==> config.mk <==
export PLATFORM = sky130hd
export DESIGN_NAME = txen_pd_ctrl
export DESIGN_NICKNAME = d
export VERILOG_FILES = /design/src/rtl/txpd_pkg.sv /design/src/rtl/txen_sync.sv /design/src/rtl/flush_timer.sv /design/src/rtl/txen_fsm.sv /design/src/rtl/txen_pd_ctrl.sv
export SDC_FILE = /design/constraint.sdc
export NUM_CORES = 1
export LEC_CHECK = 0
export CAP_MARGIN = 20
export CORE_MARGIN = 2
export CORE_UTILIZATION = 45
export DETAILED_ROUTE_END_ITERATION = 16
export PLACE_DENSITY = 0.72
export SETUP_SLACK_MARGIN = 0.1
export SYNTH_ARGS = -nofsm -noshare
export SYNTH_HDL_FRONTEND = slang
export SYNTH_SLANG_ARGS = --single-unit
==> constraint.sdc <==
create_clock -name clk -period 4.15 [get_ports clk]
set_input_delay 0.83 -clock clk [delete_from_list [all_inputs] [get_ports clk]]
set_output_delay 0.83 -clock clk [all_outputs]
set_load 0.01 [all_outputs]
==> src/rtl/txpd_pkg.sv <==
package txpd_pkg;

    typedef enum logic [1:0] {
        ST_RUN   = 2'd0,
        ST_FLUSH = 2'd1,
        ST_DOWN  = 2'd2
    } pd_state_e;

    typedef enum logic [1:0] {
        INTERP_2X   = 2'd0,
        INTERP_4X   = 2'd1,
        INTERP_8X   = 2'd2,
        INTERP_RSVD = 2'd3
    } interp_e;

    typedef struct packed {
        logic flush_zero;
        logic digital_pd;
        logic dac_out_off;
        logic ref_pd;
    } pd_ctl_t;

    function automatic int unsigned flush_cycles(
        input logic [1:0]  sel,
        input int unsigned len_2x,
        input int unsigned len_4x,
        input int unsigned len_8x
    );
        case (interp_e'(sel))
            INTERP_2X: return len_2x;
            INTERP_4X: return len_4x;
            default:   return len_8x;
        endcase
    endfunction

endpackage

==> src/rtl/txen_sync.sv <==
module txen_sync #(
    parameter int STAGES = 2
) (
    input  logic clk,
    input  logic rst,
    input  logic d_async,
    output logic q_sync
);
    logic [STAGES-1:0] chain;

    always_ff @(posedge clk) begin
        if (rst) chain <= '0;
        else     chain <= {chain[STAGES-2:0], d_async};
    end

    assign q_sync = chain[STAGES-1];
endmodule

==> src/rtl/flush_timer.sv <==
module flush_timer #(
    parameter int CNT_W = 8
) (
    input  logic             clk,
    input  logic             rst,
    input  logic             run,
    input  logic [CNT_W-1:0] limit,
    output logic             expired
);
    logic [CNT_W-1:0] cnt;

    assign expired = run && (cnt == limit - CNT_W'(1));

    always_ff @(posedge clk) begin
        if (rst || !run) cnt <= '0;
        else if (!expired) cnt <= cnt + CNT_W'(1);
    end
endmodule

==> src/rtl/txen_fsm.sv <==
module txen_fsm
    import txpd_pkg::*;
(
    input  logic      clk,
    input  logic      rst,
    input  logic      active,
    input  logic      autopd_en,
    input  logic      expired,
    output pd_state_e state
);
    pd_state_e state_nx;

    always_comb begin
        state_nx = state;
        case (state)
            ST_RUN:   if (!active) state_nx = ST_FLUSH;
            ST_FLUSH: begin
                if (active)       state_nx = ST_RUN;
                else if (expired) state_nx = ST_DOWN;
            end
            ST_DOWN: begin
                if (active)          state_nx = ST_RUN;
                else if (!autopd_en) state_nx = ST_FLUSH;
            end
            default: state_nx = ST_RUN;
        endcase
    end

    always_ff @(posedge clk) begin
        if (rst) state <= ST_RUN;
        else     state <= state_nx;
    end
endmodule

==> src/rtl/txen_pd_ctrl.sv <==
module txen_pd_ctrl
    import txpd_pkg::*;
#(
    parameter int SYNC_STAGES = 2,
    parameter int FLUSH_2X    = 32,
    parameter int FLUSH_4X    = 64,
    parameter int FLUSH_8X    = 128
) (
    input  logic       clk,
    input  logic       rst,
    input  logic       txen_in,
    input  logic       txen_invert,
    input  logic       autopd_en,
    input  logic [1:0] interp_sel,
    input  logic       sleep_req,
    input  logic       full_pd_req,
    output logic       flush_zero,
    output logic       digital_pd,
    output logic       dac_out_off,
    output logic       ref_pd,
    output logic [1:0] pd_state
);
    localparam int MAX_LEN = (FLUSH_8X > FLUSH_4X) ?
                             ((FLUSH_8X > FLUSH_2X) ? FLUSH_8X : FLUSH_2X) :
                             ((FLUSH_4X > FLUSH_2X) ? FLUSH_4X : FLUSH_2X);
    localparam int CNT_W   = $clog2(MAX_LEN + 1);

    logic             txen_s;
    logic             rx_active;
    logic             expired;
    logic [CNT_W-1:0] limit;
    pd_state_e        state;
    pd_ctl_t          ctl;

    txen_sync #(.STAGES(SYNC_STAGES)) i_sync (
        .clk     (clk),
        .rst     (rst),
        .d_async (txen_in),
        .q_sync  (txen_s)
    );

    assign rx_active = txen_s ^ txen_invert;
    assign limit     = CNT_W'(flush_cycles(interp_sel, FLUSH_2X, FLUSH_4X, FLUSH_8X));

    flush_timer #(.CNT_W(CNT_W)) i_timer (
        .clk     (clk),
        .rst     (rst),
        .run     ((state == ST_FLUSH) && autopd_en),
        .limit   (limit),
        .expired (expired)
    );

    txen_fsm i_fsm (
        .clk       (clk),
        .rst       (rst),
        .active    (rx_active),
        .autopd_en (autopd_en),
        .expired   (expired),
        .state     (state)
    );

    always_comb begin
        ctl.flush_zero  = (state != ST_RUN);
        ctl.digital_pd  = (state == ST_DOWN) || full_pd_req;
        ctl.dac_out_off = sleep_req || full_pd_req;
        ctl.ref_pd      = full_pd_req;
    end

    assign flush_zero  = ctl.flush_zero;
    assign digital_pd  = ctl.digital_pd;
    assign dac_out_off = ctl.dac_out_off;
    assign ref_pd      = ctl.ref_pd;
    assign pd_state    = state;
endmodule

# == After elaboration in Yosys (flattened, before gate mapping) ==
# Cells that the tools add are included.
# op_classes
n_eq_ne,7
multipliers,0
div_mod_pow,0
n_bitwise,1
addsub,2
magnitude_cmp,0
shift,0
n_mux,7
reduce_logical,10
# op_table
operator,count
8-bit case mux with 2 select lines,1
2-bit 2-to-1 mux,5
8-bit by 1-bit adder with 8-bit output (second input constant),1
8-bit equality test,1
8-bit by 1-bit subtractor with 8-bit output (second input constant),1
3-bit by 2-bit != test with 1-bit output (second input constant),2
2-bit case mux with 3 select lines,1
2-bit by 1-bit equality test with 1-bit output (second input constant),2
2-bit logical NOT,2
1-bit logical OR,3
3-bit AND reduction,1
2-bit equality test (second input constant),1
1-bit logical AND,2
2-bit != test (second input constant),1
2-bit nonzero test,1
1-bit logical NOT,1
1-bit XOR,1
# word_totals
wordCells,30
latchBits,0
in_bits,9
output_inout_bits,6
ramBits,0
n_memories,0
reg_bits,12
mem_bits_ro,0

# == Longest topological paths before layout ==
# logic_depth
word_depth,8
ltp_mapped,7
depth_no_buf,7

# == Hierarchy ==
# From an unflattened synthesis, not the netlist that was laid out.
# hier_totals
hier_cells,103
hier_area_um2,855.8
# by_module_without_submodules
module,area_each_um2,instances,seq_area_each_um2,cells_each
flush_timer,655.6,1,160.2,78
txen_fsm,82.6,1,40.0,9
txen_pd_ctrl,65.1,1,0.0,12
txen_sync,52.6,1,40.0,4

# == Worst setup path after synthesis ==
# Ideal clock, no wire load.
# synth_path
kind,input -> register
startpoint,input port interp_sel[1]
endpoint,register i_timer.cnt[4]
cell_stages,7
t_required_ns,4.062
n_path_buf,0
setup_slack_ns,1.916
arrival_time_ns,2.145
setup_ns,0.088
path_cell_list,nor2_1 inv_1 ha_1 xnor2_1 nor3_4 nand2_4 a311oi_2
# synth_between
elab_chain_cells,5
elab_cells_between_ends,6
classes_between,add/sub: 1; eq/ne: 2; mux: 1; reduce/logical: 2
# synth_lines
item,line_no,rtl
"start, declared",txen_pd_ctrl.sv:14,"input logic [1:0] interp_sel,"
2-bit by 1-bit equality test with 1-bit output / 2-bit logical NOT (equally long branches),txpd_pkg.sv:29,case (interp_e'(sel))
8-bit case mux with 2 select lines *,txpd_pkg.sv:29,
8-bit by 1-bit subtractor with 8-bit output *,flush_timer.sv:12,assign expired = run && (cnt == limit - CNT_W'(1));
8-bit equality test *,flush_timer.sv:12,
1-bit logical AND *,flush_timer.sv:12,
"end signal, assigned",flush_timer.sv:16,else if (!expired) cnt <= cnt + CNT_W'(1);
"end, declared",flush_timer.sv:10,logic [CNT_W-1:0] cnt;
# Mark *: on every way between the ends. The rest lies on a longest branch, timed or not.
# A chain may end at the register's enable or synchronous reset.

# == Final worst setup path ==
# layout_path
startpoint,input port full_pd_req
endpoint,output port dac_out_off
# layout_between
elab_chain_cells,1
# layout_lines
item,line_no,rtl
"start, declared",txen_pd_ctrl.sv:16,"input logic full_pd_req,"
1-bit logical OR,txen_pd_ctrl.sv:65,ctl.dac_out_off = sleep_req || full_pd_req;
"end, declared",txen_pd_ctrl.sv:19,"output logic dac_out_off,"
# Every way passes these cells.

==> reports/qor.csv <==
stage,metric,value,unit
setup_path,Slowest cell on crit path,sky130_fd_sc_hd__clkdlybuf4s50_1,
clocking,clock latency on the worst-skew pair,0.27,ns
power,total internal power,173,uW
clocking,count of buffers added by post-CTS timing repair for setup,0,
timing,total negative slack,0,ns
timing,Worst-Margin Slew,0.572,ns
timing,unrepaired setup endpoints after global routing,false,
power,switching power as a share of total power,24.7,%
synthesis,number of instances in the synthesized netlist,77,
routing,via/cell ratio,5.80,
timing,worst clock skew,0.00699,ns
setup_path,critical path endpoint,dac_out_off,
clocking,Max clock buf depth,2,
synthesis,warnings from Yosys,0,
clocking,# hold bufs at CTS,0,
grt,all-layer global routing usage,18.3,%
grt,grt peak-use layer,met2,
synthesis,per-instance average area after synthesis,9.46,um2
synthesis,most frequently used cell type in the post-synthesis netlist,sky130_fd_sc_hd__dfxtp_1,
grt,via count of the first global-routing pass,609,
timing,max-slew headroom at the worst pin,61.7,%
routing,remaining design rule violation count,0,
floorplan,top-level I/O count,15,
synthesis,"Async S/R FF share, synth",0,%
timing,# setup viols final,0,
setup_path,required time of the worst setup path,3.32,ns
timing,Final Max Slew Viols,0,
power,total leakage power,0.000332,uW
synthesis,count of flip-flops with a built-in enable after synthesis,0,
layout,layout cell share with drive strength beyond 1,12.9,%
power,portion of total power attributed to the clock network,31.0,%
clocking,number of resized instances in the post-cts repair step,0,
clocking,H-Tree Depth,1,
routing,remaining antenna violation count after routing,0,
place,Post-Place Cells,106,
power,highest ir drop seen on vdd,0.191,mV
setup_path,Reg2Reg Setup Slack,2.50,ns
layout,area taken by flip-flops and latches,240,um2
setup_path,source of the critical timing path,full_pd_req,
synthesis,proportion of netlist area held by the largest area contributor,33.0,%
routing,Total Wirelength,1480,um
setup_path,reg2reg path depth,4,
grt,global route overflow,0,
timing,fraction of the cycle the final worst path needs,69.7,%
min_path,path type of the worst min-delay path,flop to flop,
timing,number of endpoints with negative hold slack in the final report,0,
run,total of max-cap violations,0,
power,P per Cell Area,255,nW/um2
setup_path,classification of the worst setup path,input pin to output pin,
layout,non-filler instance count after layout,109,
layout,synth-to-layout area growth,24.1,%
place,GPL Wtd Cong,0.750,
grt,number of antenna violations at the first check in global routing,0,
power,net switching power,56.9,uW
layout,footprint of the multi-input gates,469,um2
layout,fill cell count,134,
grt,GR met2 Demand/Resource,30.0,%
setup_path,critical path endpoint category,output pin,
setup_path,Worst R2R Start,i_timer.cnt[7],
synthesis,netlist area before placement,728,um2
setup_path,Critical Path AT,2.06,ns
floorplan,number of cell rows,14,
grt,global-route met1 utilization,22.8,%
synthesis,sequential-to-total area share from yosys stat,33.0,%
setup_path,critical-path maximum fanout,3,
layout,Final nets,106,
clocking,number of clock sinks,12,
setup_path,delay contributed by the slowest stage of the critical path,0.49,ns
setup_path,Critical Path Most Common Cell,sky130_fd_sc_hd__clkdlybuf4s50_1,
place,Buffers on Ports,14,
synthesis,number of register bits inferred by synthesis,12,
clocking,clk root buf,sky130_fd_sc_hd__clkbuf_4,
power,fraction of power consumed by sequential logic,52.3,%
run_status,status,completed,
grt,GRT met3 Usage,2.45,%
layout,Diodes inserted,0,
timing,time the worst path needs with I/O delays and setup,2.89,ns
layout,share of the core filled with cells in the final layout,60.0,%
routing,Routed WL per cell,13.6,um
clocking,clock-pin slew of the registers on the worst-case setup and hold paths,0.08,ns
grt,first-pass GRT wire length,2640,um
synthesis,Yosys top cell by area,sky130_fd_sc_hd__dfxtp_1,
floorplan,Die H,44.2,um
setup_path,terminus of the critical flop-to-flop path,i_timer.cnt[4],
floorplan,Initial Utilization,48.3,%
floorplan,Placeable Area,1510,um2
place,post-DP HPWL,1160,um
routing,Detailed Route Iter0 Violations,14,
setup_path,worst-path cell chain,clkdlybuf4s50_1 > or2_2 > clkdlybuf4s50_1,
routing,vias,632,
timing,FMAX,346,MHz
clocking,TritonCTS clock tree,yes,
synthesis,unique cell type count in the Yosys netlist,36,
grt,maximum number of pins on one net before global-route repair,10,
synthesis,Synthesized Nets,88,
min_path,Min-Delay Path Depth,1,
clocking,CTS buffer count,3,
synthesis,"top cells by area, synth","sky130_fd_sc_hd__dfxtp_1 33%, sky130_fd_sc_hd__nand4bb_4 3.8%, sky130_fd_sc_hd__ha_1 3.4%",
power,portion of total power attributed to combinational logic,16.7,%
floorplan,Die Area,1960,um2
floorplan,Die X-Extent,44.2,um
setup_path,startpoint type of the worst setup path,input pin,
synthesis,"top cells by count, synth","12 x sky130_fd_sc_hd__dfxtp_1, 5 x sky130_fd_sc_hd__nand2_1, 5 x sky130_fd_sc_hd__nand3_1",
synthesis,most used flip-flop cell after synthesis,sky130_fd_sc_hd__dfxtp_1,
routing,first-pass iteration count of the detailed router,4,
==> flip-flops by register name, indices dropped and copies added (netlist names) <==
signal	count
i_fsm.state	2
i_sync.chain	2
i_timer.cnt	8
==> how the worst min path moves through the flow <==
stage                      endpoint             from  slack (ns)
global placement    i_sync.chain[1]  i_sync.chain[0]        0.43
detailed placement  i_sync.chain[1]  i_sync.chain[0]        0.44
floorplan           i_sync.chain[1]  i_sync.chain[0]        0.41
CTS                 i_sync.chain[1]  i_sync.chain[0]        0.46
global route        i_sync.chain[1]  i_sync.chain[0]        0.49
finish              i_sync.chain[1]  i_sync.chain[0]        0.46
==> through the flow <==
stage | setup WS [ns] | area, um2 | total power, uW | hold slack [ns]
floorplan | 1.92 | 728 | 143 | 0.414
global placement | 1.26 | 881 | 161 | 0.428
detailed placement | 1.25 | 881 | 162 | 0.440
CTS | 1.25 | 903 | 231 | 0.465
global route | 1.23 | 903 | 241 | 0.491
finish | 1.26 | 903 | 230 | 0.463
==> cells by family after synthesis <==
| group | count (synthesis) | share of synthesized area [%] |
|---|---|---|
| and+or+nand+nor | 37 | 33.8 |
| buffers and inverters | 4 | 2.58 |
| adders and majority gates | 2 | 3.44 |
| DFF | 12 | 33.0 |
| xor gates and xnor gates | 3 | 5.84 |
| AOI/OAI and AO/OA | 17 | 18.6 |
| muxes | 2 | 2.75 |
==> critical path: cells and delay by family <==
kind,cells,cell delay [ns]
buffers and inverters,2,0.93
and+or+nand+nor,1,0.30
==> area by class of cell <==
cell class                 count  share of cell area [%]
multi-input combinational     61                    51.9
sequential                    12                    26.6
tap                           16                    2.22
clock buffer                   3                    2.49
inverter                       3                    1.25
timing repair buffer          14                    15.5
==> power by group through the flow <==
| stage | clock, uW | combinational [uW] | sequential [uW] |
|---|---|---|---|
| floorplan | 0 | 20.2 | 123 |
| global placement | 0 | 38.2 | 123 |
| detailed placement | 0 | 38.9 | 123 |
| CTS | 71.9 | 38.9 | 120 |
| global route | 78.1 | 42.1 | 121 |
| finish | 71.2 | 38.5 | 120 |
==> routing by layer <==
layer	share of wire [%]	vias up
li1	-	324
met1	48	292
met2	46	12
met3	3.0	4
met4	2.4	0
met5	0	-
==> layout by cell type (no fill, tap or decap), drive strengths merged, types with 2 or more instances in the layout <==
cell and count:
clkdlybuf4s50 14, dfxtp 12, nand2 6, nand3 5, inv 3, nor2 3
o21ai 3, or3 3, nand4 3, nor2b 3, clkbuf 3, a21oi 3
nand2b 2, or2 2, nor4 2, nand3b 2, o211ai 2, xnor2 2
mux2i 2, a31oi 2, ha 2, a21o 2, nor3 2
Note: power is estimated with default switching activity, not from simulation.
